==> config.mk <==
export PLATFORM = sky130hd
export DESIGN_NAME = scc_chain
export DESIGN_NICKNAME = d
export VERILOG_FILES = /design/src/rtl/scc_pkg.sv /design/src/rtl/scc_chkgen.sv /design/src/rtl/scc_stage.sv /design/src/rtl/scc_err_log.sv /design/src/rtl/scc_chain.sv
export SDC_FILE = /design/constraint.sdc
export NUM_CORES = 1
export LEC_CHECK = 0
export ABC_CLOCK_PERIOD_IN_PS = 2740
export BUFFER_PORTS_ARGS = -buffer_cell sky130_fd_sc_hd__buf_2
export CELL_PAD_IN_SITES_DETAIL_PLACEMENT = 1
export CELL_PAD_IN_SITES_GLOBAL_PLACEMENT = 1
export CORE_MARGIN = 10
export CORE_UTILIZATION = 40
export DETAILED_ROUTE_END_ITERATION = 7
export PLACE_DENSITY = 0.75
export SYNTH_ARGS = -nofsm -noshare
export SYNTH_HDL_FRONTEND = slang
export SYNTH_SLANG_ARGS = --single-unit
==> constraint.sdc <==
create_clock -name clk_i -period 2.74 [get_ports clk_i]
set_clock_uncertainty 0.05 [all_clocks]
set_input_delay 0.822 -clock clk_i [delete_from_list [all_inputs] [get_ports clk_i]]
set_output_delay 0.822 -clock clk_i [all_outputs]
set_load 0.05 [all_outputs]
==> src/rtl/scc_pkg.sv <==
package scc_pkg;
  localparam int unsigned DEF_STAGES = 3;
  localparam int unsigned DEF_DATA_W = 8;
  localparam int unsigned DEF_CHK_W  = 4;

  // membership of data bit i in check group k
  function automatic logic in_group(input int unsigned k, input int unsigned i);
    if (k == 0) return 1'b1;
    return logic'((i >> (k - 1)) & 1);
  endfunction
endpackage

==> src/rtl/scc_chkgen.sv <==
module scc_chkgen #(
  parameter int unsigned DATA_W = scc_pkg::DEF_DATA_W,
  parameter int unsigned CHK_W  = scc_pkg::DEF_CHK_W
) (
  input  logic [DATA_W-1:0] d_i,
  output logic [CHK_W-1:0]  c_o
);
  always_comb begin
    c_o = '0;
    for (int unsigned k = 0; k < CHK_W; k++) begin
      for (int unsigned i = 0; i < DATA_W; i++) begin
        if (scc_pkg::in_group(k, i)) c_o[k] = c_o[k] ^ d_i[i];
      end
    end
  end
endmodule

==> src/rtl/scc_stage.sv <==
module scc_stage #(
  parameter int unsigned DATA_W = scc_pkg::DEF_DATA_W,
  parameter int unsigned CHK_W  = scc_pkg::DEF_CHK_W,
  parameter int unsigned IDX    = 0
) (
  input  logic              clk_i,
  input  logic              rst_ni,
  input  logic [DATA_W-1:0] in_d_i,
  input  logic [CHK_W-1:0]  in_c_i,
  output logic              fail_o,
  output logic [DATA_W-1:0] q_d_o,
  output logic [CHK_W-1:0]  q_c_o
);
  logic [CHK_W-1:0]  exp_c;
  logic [DATA_W-1:0] fn_d;
  logic [CHK_W-1:0]  fn_c;

  // checker on the incoming pair (judges the predecessor)
  scc_chkgen #(.DATA_W(DATA_W), .CHK_W(CHK_W)) u_in_chk (.d_i(in_d_i), .c_o(exp_c));
  assign fail_o = (exp_c != in_c_i);

  assign fn_d = {in_d_i[DATA_W-2:0], in_d_i[DATA_W-1]} + DATA_W'(IDX + 1);

  scc_chkgen #(.DATA_W(DATA_W), .CHK_W(CHK_W)) u_out_gen (.d_i(fn_d), .c_o(fn_c));

  // data and check bits captured on the same edge
  always_ff @(posedge clk_i or negedge rst_ni) begin
    if (!rst_ni) begin
      q_d_o <= '0;
      q_c_o <= '0;
    end else begin
      q_d_o <= fn_d;
      q_c_o <= fn_c;
    end
  end
endmodule

==> src/rtl/scc_err_log.sv <==
module scc_err_log #(
  parameter int unsigned NUM_FLAGS = scc_pkg::DEF_STAGES + 1
) (
  input  logic                 clk_i,
  input  logic                 rst_ni,
  input  logic [NUM_FLAGS-1:0] fail_i,
  input  logic                 clr_i,
  output logic [NUM_FLAGS-1:0] err_o
);
  // new fails win over clear
  always_ff @(posedge clk_i or negedge rst_ni) begin
    if (!rst_ni) err_o <= '0;
    else         err_o <= (clr_i ? '0 : err_o) | fail_i;
  end
endmodule

==> src/rtl/scc_chain.sv <==
module scc_chain #(
  parameter int unsigned NUM_STAGES = scc_pkg::DEF_STAGES,
  parameter int unsigned DATA_W     = scc_pkg::DEF_DATA_W,
  parameter int unsigned CHK_W      = scc_pkg::DEF_CHK_W,
  localparam int unsigned LINK_W    = DATA_W + CHK_W,
  localparam int unsigned INJ_W     = NUM_STAGES * LINK_W
) (
  input  logic                  clk_i,
  input  logic                  rst_ni,
  input  logic [DATA_W-1:0]     data_i,
  input  logic [CHK_W-1:0]      chk_i,
  input  logic [INJ_W-1:0]      inj_i,
  input  logic                  clr_i,
  output logic [DATA_W-1:0]     data_o,
  output logic [CHK_W-1:0]      chk_o,
  output logic [NUM_STAGES:0]   err_o,
  output logic                  err_any_o
);
  logic [DATA_W-1:0] link_d [NUM_STAGES+1];
  logic [CHK_W-1:0]  link_c [NUM_STAGES+1];
  logic [NUM_STAGES:0] fail_w;
  logic [CHK_W-1:0]  final_c;

  assign link_d[0] = data_i;
  assign link_c[0] = chk_i;

  for (genvar s = 0; s < NUM_STAGES; s++) begin : g_stage
    logic [DATA_W-1:0] q_d;
    logic [CHK_W-1:0]  q_c;
    scc_stage #(.DATA_W(DATA_W), .CHK_W(CHK_W), .IDX(s)) u_stage (
      .clk_i  (clk_i),
      .rst_ni (rst_ni),
      .in_d_i (link_d[s]),
      .in_c_i (link_c[s]),
      .fail_o (fail_w[s]),
      .q_d_o  (q_d),
      .q_c_o  (q_c)
    );
    assign link_d[s+1] = q_d ^ inj_i[s*LINK_W +: DATA_W];
    assign link_c[s+1] = q_c ^ inj_i[s*LINK_W + DATA_W +: CHK_W];
  end

  // final checker covers the last stage and the output nets
  scc_chkgen #(.DATA_W(DATA_W), .CHK_W(CHK_W)) u_final_chk (
    .d_i (link_d[NUM_STAGES]),
    .c_o (final_c)
  );
  assign fail_w[NUM_STAGES] = (final_c != link_c[NUM_STAGES]);

  scc_err_log #(.NUM_FLAGS(NUM_STAGES + 1)) u_err_log (
    .clk_i  (clk_i),
    .rst_ni (rst_ni),
    .fail_i (fail_w),
    .clr_i  (clr_i),
    .err_o  (err_o)
  );

  assign err_any_o = |err_o;
  assign data_o    = link_d[NUM_STAGES];
  assign chk_o     = link_c[NUM_STAGES];
endmodule

==> results of run 1 <==
worst reg2reg max path, stage by stage, from the launching register on:
cell	delay, ns
dfrtp_1	0.40
xnor2_1	0.18
inv_1	0.07
ha_1	0.28
xnor3_1	0.40
xnor2_1	0.15
xnor2_1	0.16
nor3_1	0.24
o221ai_1	0.17
cell usage in the layout (no fill, tap or decap), types with 2 or more instances in the layout:
cell | synthesis | final
nand2b_1 | 4 | 4
xnor3_1 | 7 | 7
nor3_1 | 6 | 6
xor2_2 | 3 | 4
xor2_1 | 31 | 30
xnor2_1 | 74 | 74
o31ai_1 | 2 | 2
nor2_1 | 3 | 3
nand4_1 | 2 | 2
a31oi_1 | 2 | 2
and4_1 | 2 | 2
ha_1 | 12 | 12
a21oi_1 | 2 | 2
xnor2_2 | 3 | 3
nand2_1 | 4 | 4
dfrtp_1 | 40 | 40
inv_1 | 21 | 21
o221ai_1 | 3 | 3
buf_2 | 0 | 67
and3_1 | 5 | 5
nand3_1 | 8 | 8
clkbuf_8 | 0 | 5
buf_4 | 0 | 16
worst max path at each step:
stage | startpoint | end | depth (start not counted)
after floorplan | inj_i[24] | u_err_log.err_o[3] | 5
after global placement | inj_i[5] | g_stage[1].u_stage.q_c_o[2] | 9
after detailed placement | inj_i[12] | u_err_log.err_o[2] | 9
after CTS | inj_i[12] | u_err_log.err_o[2] | 9
after global routing | inj_i[12] | u_err_log.err_o[2] | 9
final | inj_i[12] | u_err_log.err_o[2] | 9
per-layer routing:
metal  part of all wire [%]  vias to the layer above  GRT usage, %
met5                      0                        -             0
met4                    1.4                        0          3.21
met3                    7.4                       10          4.02
met2                     57                       56          26.9
met1                     35                      940          12.4
li1                       -                      959             -
cell families after synthesis:
family / after synthesis / share of synthesized area (%)
XOR/XNOR: 120 / 44.4
AND/OR/NAND/NOR: 38 / 7.84
buffers and inverters: 22 / 2.99
flip-flops: 40 / 36.2
adder cells (fa/ha/maj): 12 / 5.43
AO/OA/AOI/OAI: 12 / 3.12
through the flow:
step | util, % | power [uW] | cells
4_1_cts | 50.8 | 3530 | 414
5_1_grt | 50.8 | 3710 | 414
3_5_place_dp | 49.2 | 3030 | 406
2_1_floorplan | - | 2510 | 244
6_report | 50.8 | 3460 | 414
3_3_place_gp | 49.2 | 2950 | 406
power breakdown:
part	internal (uW)	switching, uW
clock	270	213
combinational	946	1180
sequential	768	89.4
total	1980	1480
layout make-up:
class / instances / area, um^2
Clock buffer: 5 / 68.8
Clock inverter: 3 / 42.5
Fill cell: 768 / 3320
Inverter: 21 / 78.8
Multi-Input combinational cell: 182 / 1690
Sequential cell: 40 / 1000
Tap cell: 80 / 100
Timing Repair Buffer: 83 / 455
flip-flops by register name (all words and copies together), names as in the netlist:
name,flops
g_stage.u_stage.q_c_o,12
u_err_log.err_o,4
g_stage.u_stage.q_d_o,24
==> run_results.csv, run 1 <==
group,metric,value,unit
place,gp_congestion,0.791,
floorplan,die_h,103,um
global_route,grt_pass1_vias,2337,
yosys,yosys_most_used_dff,"dfrtp_1",
hold_path,hold_depth,2,
critical_path,critPathBufInv,2,
place,port_buffers,67,
hold_path,hp-class,"reg -> reg",
yosys,syn_nets,307,
sta,worst_slack,0.254,ns
sta,finalCritPeriodShare,90.7,%
clock_tree,cts_sinks,40,
place,post-place-ws,0.0189,ns
clock_tree,cts_setup_buffers,0,
flow_run,drv_cap,0,
yosys,synthTopCellsByCount,"xnor2_1 (74), dfrtp_1 (40), xor2_1 (31), inv_1 (21), ha_1 (12)",
clock_tree,insertion_delay,0.29,ns
layout,n_antenna_cell,0,
critical_path,crit_path_top_delay_cell,"xnor3_1",
critical_path,cpLargestDelayFamily,"XOR/XNOR gates",
floorplan,die-area,10600,um^2
sta,fin_crit,2.49,ns
run_status,status,"finished clean",
critical_path,rr_startpoint,"g_stage[1].u_stage.q_d_o[0]",
global_route,overflow,0,
power,cellPowerDensity,1010,nW/um^2
critical_path,end_kind,"flip-flop",
yosys,yosysTopAreaCell,"dfrtp_1",
floorplan,rows,30,
power,p_leak,0.00161,uW
sta,hold_viol_final,0,
yosys,syn_area,2760,um^2
critical_path,cp_cell_sequence,"buf_2, xnor2_1, inv_1, ha_1, xnor3_1, xnor2_1, xnor2_1, nor3_1, o221ai_1",
layout,final_area,3430,um^2
critical_path,start_kind,"input pin",
floorplan,start_util,40.9,%
yosys,ys_types,30,
layout,synthToLayoutAreaGrowth,24.3,%
sta,timing.hold.ws,0.477,ns
hold_path,hold_end,"u_err_log.err_o[0]",
clock_tree,ctsResizeCount,0,
detailed_routing,drc,0,
sta,fmax,402,MHz
critical_path,crit_required,2.84,ns
sta,worst_pin_slew,0.904,ns
clock_tree,clock_path_buffers,2,
clock_tree,cts.htree.levels,2,
yosys,synthCells,244,
layout,final_nets,396,
yosys,synth.avg_cell_area,11.3,um^2
yosys,synth_seq_area_share,36.2,%
critical_path,path_max_fanout,2,
clock_tree,clockRootBuffer,"clkbuf_8",
critical_path,critPathKind,"in -> reg",
global_route,grt_pass1_wl,10900,um
sta,setup_violations,0,
detailed_routing,post_drt_wl_per_cell,16.1,um
detailed_routing,firstDrtPassIters,4,
power,ir_drop,0.000292,V
global_route,grt_start_max_net_pins,41,
global_route,antenna_found_initial,0,
clock_tree,cts_hold_buf,0,
critical_path,regToRegEndpoint,"u_err_log.err_o[2]",
floorplan,ioPinCount,68,
critical_path,cp.arrival,2.59,ns
detailed_routing,vias_per_cell,4.75,
sta,finalMaxSlewViolations,0,
floorplan,core,6760,um^2
sta,relSlewSlack,39.7,%
yosys,synth.area.top_cells,"dfrtp_1 (36%), xnor2_1 (23%), xor2_1 (9.8%), xnor3_1 (5.7%), ha_1 (5.4%)",
layout,drive_gt1_share,30.5,%
place,dp_hpwl,5790,um
clock_tree,cts_buffers,5,
critical_path,r2r_cells,8,
clock_tree,clkSlewWorstSetupHoldPaths,0.08,ns
yosys,synthMostInstantiatedCell,"xnor2_1",
yosys,synth-seq-cells,40,
critical_path,cpMostUsedCell,"xnor2_1",
global_route,grt.total_usage,13.3,%
sta,grt_setup_unrepaired,"false",
critical_path,cpPeakStageDelay,0.40,ns
place,dpl_cell_area,3320,um^2
yosys,async_reset_ff_share,100,%
sta,fin_setup_tns,0,ns
detailed_routing,ant_nets,0,
detailed_routing,vias,1965,
yosys,synth_top_area_share,36.2,%
detailed_routing,wl,6680,um
clock_tree,cts_tree,"done",
yosys,synth_edf_count,0,
hold_path,hold_start,"u_err_log.err_o[0]",
floorplan,die_x,103,um
yosys,ys_warn_count,0,
detailed_routing,drt_first_iter_violations,19,
critical_path,r2r_slack,0.49,ns
Note: power is estimated with default switching activity, not from simulation.
==> inputs of run 2 (changes only) <==
Settings changed: CAP_MARGIN from default to 0, CORE_UTILIZATION 40 to 42, PLACE_DENSITY 0.75 to default, PLACE_DENSITY_LB_ADDON from default to 0.1.
==> run 2 against run 1 <==
  * Sequential cell count unchanged
  * Hold slack got worse by 0.14 ns
  * Critical path depth unchanged
  * Worst setup slack improved by 0.077 ns
  * Sequential power decreased by 0.6%
  * Sequential share of layout area decreased by 0.49 points
  * Die area decreased by 3.8%
  * Critical path type unchanged
  * Critical endpoint is now g_stage[2].u_stage.q_c_o[2]
  * Largest cell class unchanged
  * Highest routed layer unchanged
==> run_results.csv, run 2 (same netlist as run 1, synthesis figures left out) <==
group,metric,value,unit
global_route,antenna_found_initial,0,
floorplan,die-area,10200,um^2
floorplan,die_h,101,um
flow_run,drv_cap,0,
critical_path,rr_startpoint,"g_stage[1].u_stage.q_d_o[7]",
global_route,busiest_layer,"met2",
detailed_routing,post_drt_wl_per_cell,16.1,um
global_route,use_met1,12.8,%
layout,largest_reg_flops,24,
global_route,grt_start_max_net_pins,17,
clock_tree,cts_buffers,5,
power,ir_drop,0.000673,V
power,cellPowerDensity,1020,nW/um^2
critical_path,critPathKind,"in -> reg",
sta,finalCritPeriodShare,87.9,%
critical_path,start_kind,"input pin",
floorplan,ioPinCount,68,
sta,hold_viol_final,0,
detailed_routing,vias_per_cell,4.71,
critical_path,r2r_slack,0.59,ns
clock_tree,clkSlewWorstSetupHoldPaths,0.07,ns
hold_path,hp-class,"in -> async",
sta,setup_violations,0,
layout,final_cells,416,
detailed_routing,drt_first_iter_violations,19,
global_route,grt_use_met2,26.5,%
power,totalPowerFinal,3560,uW
sta,fin_setup_tns,0,ns
clock_tree,clock_path_buffers,2,
sta,relSlewSlack,70.8,%
layout,final_util,54.7,%
power,p_leak,0.00165,uW
detailed_routing,vias,1961,
detailed_routing,wl,6700,um
clock_tree,insertion_delay,0.29,ns
clock_tree,cts_sinks,40,
critical_path,cp.arrival,2.52,ns
sta,fin_crit,2.41,ns
clock_tree,clockRootBuffer,"clkbuf_8",
detailed_routing,firstDrtPassIters,4,
place,post-place-ws,0.00981,ns
sta,fmax,415,MHz
layout,n_antenna_cell,0,
layout,regMostFlops,"g_stage.u_stage.q_d_o",
global_route,grt_pass1_wl,10900,um
layout,drive_gt1_share,31.6,%
global_route,grt_pass1_vias,2316,
clock_tree,ctsResizeCount,0,
critical_path,end_kind,"flip-flop",
floorplan,rows,29,
critical_path,path_max_fanout,3,
critical_path,r2r_cells,8,
global_route,grt.total_usage,13.5,%
detailed_routing,drc,0,
place,dp_hpwl,5790,um
place,placed_cells,409,
clock_tree,cts.htree.levels,2,
run_status,status,"finished clean",
critical_path,regToRegEndpoint,"g_stage[2].u_stage.q_c_o[2]",
floorplan,start_util,43.3,%
layout,synthToLayoutAreaGrowth,26.4,%
sta,grt_setup_unrepaired,"false",
sta,worst_slack,0.332,ns
layout,layout_commonest_cell,"xnor2_1",
place,gp_congestion,0.862,
critical_path,crit_required,2.86,ns
layout,fillerInstances,742,
global_route,overflow,0,
clock_tree,cts_tree,"done",
global_route,gr-usage-met3,4.32,%
clock_tree,cts_hold_buf,0,
place,port_buffers,67,
sta,finalMaxSlewViolations,0,
layout,final_nets,402,
detailed_routing,ant_nets,0,
clock_tree,cts_setup_buffers,0,
layout,final_cell_mix,"xnor2_1 (74), buf_2 (67), dfrtp_1 (40)",
layout,reg.largest.list,"g_stage.u_stage.q_d_o: 24 flops, g_stage.u_stage.q_c_o: 12 flops, u_err_log.err_o: 4 flops",
floorplan,die_x,101,um
floorplan,core,6390,um^2
sta,worst_pin_slew,0.435,ns
[run 2: cell types whose count changed in the layout (fill, tap and decap cells not counted), sizes merged]
cell / before / now
buf: 83 / 89
clkinvlp: 1 / 0
clkinv: 1 / 0
bufinv: 1 / 2
[run 2: critical path: stages]
cell and delay (ns):
buf_2 0.10, xor2_1 0.25, inv_1 0.10, ha_1 0.24, inv_1 0.07, and4_1 0.22
nand2_1 0.11, xnor2_2 0.17, xnor3_1 0.43
[run 2: final cells by class]
class / count / area (um^2) / area share (%)
Clock inverter: 2 / 60.1 / 1.72
Inverter: 21 / 78.8 / 2.26
Multi-Input combinational cell: 182 / 1690 / 48.3
Timing Repair Buffer: 89 / 500 / 14.3
Clock buffer: 5 / 68.8 / 1.97
Tap cell: 77 / 96.3 / 2.76
Sequential cell: 40 / 1000 / 28.7
[run 2: metal layers]
metal | share of wire (%) | up-vias
met4 | 1.2 | 0
li1 | - | 971
met1 | 36 | 932
met2 | 56 | 52
met5 | 0 | -
met3 | 6.9 | 6
[run 2: how the worst max path moves through the flow]
stage / startpoint / endpoint / slack (ns) / cells past startpoint
floorplan: inj_i[24] / u_err_log.err_o[3] / 0.04 / 5
global placement: inj_i[5] / g_stage[1].u_stage.q_c_o[2] / 0.08 / 10
detailed placement: inj_i[12] / g_stage[2].u_stage.q_c_o[2] / 0.01 / 8
CTS: inj_i[5] / g_stage[1].u_stage.q_c_o[2] / 0.30 / 10
global route: inj_i[12] / u_err_log.err_o[2] / 0.17 / 9
finish: inj_i[19] / g_stage[2].u_stage.q_c_o[2] / 0.33 / 9
[run 2: stage by stage]
step	hold WS (ns)	area (um^2)
final	0.337	3490
after global routing	0.338	3490
after CTS	0.336	3490
after detailed placement	0.464	3360
after global placement	0.458	3360
after floorplan	0.476	2770
[run 2: power by group]
part           total [uW]  switching [uW]  internal, uW
registers             853            84.0           769
logic                2150            1190           963
clock network         557             199           358
total                3560            1470          2090
==> inputs of run 3 (changes only) <==
Settings changed: BUFFER_PORTS_ARGS -buffer_cell sky130_fd_sc_hd__buf_2 to -buffer_cell sky130_fd_sc_hd__buf_4.
==> run 3 against run 2 <==
  * Global-route usage is essentially flat
  * Register-to-register slack lost 0.02 ns
  * Highest routed layer unchanged
  * Sequential cell count is the same
  * Sequential share of layout area fell by 0.98 points
  * Combinational power is 4% higher
  * Non-clock buffer count shrank 1
  * Critical path depth up 1
  * Worst setup slack got worse by 0.038 ns
  * Wire length grew 0.73%
  * First-iteration DRC count grew 110%
  * Critical path type unchanged
==> run_results.csv, run 3 (same netlist as run 1, synthesis figures left out) <==
group,metric,value,unit
run_status,status,"finished clean",
sta,hold_viol_final,0,
detailed_routing,firstDrtPassIters,4,
critical_path,r2r_slack,0.57,ns
floorplan,ioPinCount,68,
clock_tree,clockRootBuffer,"clkbuf_8",
layout,final_cell_mix,"buf_4 (88), xnor2_1 (74), dfrtp_1 (40)",
critical_path,regToRegEndpoint,"g_stage[1].u_stage.q_c_o[2]",
global_route,antenna_found_initial,0,
clock_tree,clkSlewWorstSetupHoldPaths,0.08,ns
hold_path,hp-class,"in -> async",
critical_path,crit_required,2.90,ns
global_route,grt.total_usage,13.4,%
floorplan,core,6390,um^2
detailed_routing,wl,6750,um
sta,timing.hold.ws,0.450,ns
critical_path,critPathKind,"in -> reg",
power,ir_drop,0.000829,V
sta,setup_violations,0,
clock_tree,cts.htree.levels,2,
critical_path,cp.arrival,2.61,ns
layout,largest_reg_flops,24,
layout,reg.largest.list,"g_stage.u_stage.q_d_o: 24 flops, g_stage.u_stage.q_c_o: 12 flops, u_err_log.err_o: 4 flops",
critical_path,r2r_cells,9,
detailed_routing,ant_nets,0,
layout,n_antenna_cell,0,
sta,finalMaxSlewViolations,0,
floorplan,die-area,10200,um^2
clock_tree,cts_sinks,40,
place,port_buffers,67,
floorplan,die_x,101,um
sta,relSlewSlack,65.6,%
sta,fin_crit,2.45,ns
sta,fmax,409,MHz
clock_tree,clock_path_buffers,2,
flow_run,drv_cap,0,
layout,regMostFlops,"g_stage.u_stage.q_d_o",
power,cellPowerDensity,966,nW/um^2
detailed_routing,post_drt_wl_per_cell,16.2,um
critical_path,crit_start,"inj_i[5]",
floorplan,rows,29,
sta,worst_pin_slew,0.516,ns
detailed_routing,vias_per_cell,4.88,
sta,finalCritPeriodShare,89.3,%
clock_tree,cts_tree,"done",
global_route,grt_pass1_wl,10900,um
global_route,overflow,0,
layout,final_nets,401,
critical_path,path_max_fanout,2,
critical_path,end_kind,"flip-flop",
critical_path,start_kind,"input pin",
clock_tree,cts_setup_buffers,0,
clock_tree,insertion_delay,0.29,ns
layout,drive_gt1_share,31.6,%
place,placed_cells,408,
layout,layout_commonest_cell,"buf_4",
clock_tree,ctsResizeCount,0,
detailed_routing,drt_first_iter_violations,39,
critical_path,rr_startpoint,"g_stage[0].u_stage.q_d_o[5]",
floorplan,die_h,101,um
global_route,grt_start_max_net_pins,41,
clock_tree,cts_buffers,5,
power,p_leak,0.00169,uW
layout,final_cells,416,
place,gp_congestion,0.865,
sta,fin_setup_tns,0,ns
clock_tree,cts_hold_buf,0,
layout,synthToLayoutAreaGrowth,30.9,%
detailed_routing,drc,0,
place,dp_hpwl,5810,um
sta,grt_setup_unrepaired,"false",
global_route,grt_pass1_vias,2249,
floorplan,start_util,43.3,%
detailed_routing,vias,2029,
==> run 3: cell types whose count changed in the layout (fill, tap and decap cells not counted) <==
cell	delta
clkinv_2	+2
buf_2	-67
buf_4	+66
clkbuf_8	+1
bufinv_16	-2
==> run 3: area by class of cell <==
| cell class | instances | area, um^2 |
|---|---|---|
| clock buffer | 6 | 82.6 |
| clock inverter | 2 | 10.0 |
| fill | 720 | 2770 |
| inverter | 21 | 78.8 |
| multi-input combinational | 182 | 1690 |
| sequential | 40 | 1000 |
| tap | 77 | 96.3 |
| timing repair buffer | 88 | 661 |
==> run 3: worst max path at each step <==
| stage | end | slack [ns] |
|---|---|---|
| floorplan | u_err_log.err_o[3] | 0.04 |
| global placement | u_err_log.err_o[2] | 0.06 |
| detailed placement | g_stage[1].u_stage.q_c_o[2] | -0.005 |
| CTS | g_stage[1].u_stage.q_c_o[2] | 0.25 |
| global route | g_stage[1].u_stage.q_c_o[2] | 0.12 |
| finish | g_stage[1].u_stage.q_c_o[2] | 0.29 |
==> run 3: metal layers <==
| metal | part of all wire (%) | vias to the layer above | track usage [%] | routed length [um] |
|---|---|---|---|---|
| met5 | 0 | - | 0 | 0 |
| met3 | 5.8 | 7 | 3.64 | 389 |
| met1 | 36 | 998 | 13.2 | 2430 |
| li1 | - | 972 | - | - |
| met2 | 57 | 52 | 26.4 | 3830 |
| met4 | 1.4 | 0 | 3.97 | 96 |
==> run 3: per-stage QoR <==
step | utilization [%] | setup slack, ns | power, uW | cell area, um^2
2_1_floorplan | - | 0.0356 | 2510 | 2770
3_3_place_gp | 55.2 | 0.0577 | 3060 | 3520
3_5_place_dp | 55.2 | -0.00515 | 3130 | 3520
4_1_cts | 56.6 | 0.255 | 3560 | 3620
5_1_grt | 56.6 | 0.124 | 3750 | 3620
6_report | 56.6 | 0.294 | 3490 | 3620
==> run 3: worst max-delay path, cell delays in order <==
cell	delay [ns]
buf_4	0.11
xnor2_1	0.28
inv_1	0.11
ha_1	0.20
nand3_1	0.08
xor2_1	0.21
buf_4	0.15
xor2_1	0.26
xor2_1	0.23
xnor2_1	0.15
==> run 3: power breakdown <==
| group | internal, uW | switching, uW |
|---|---|---|
| Sequential | 769 | 86.6 |
| Combinational | 1040 | 1200 |
| Clock | 201 | 201 |
| Total | 2010 | 1490 |
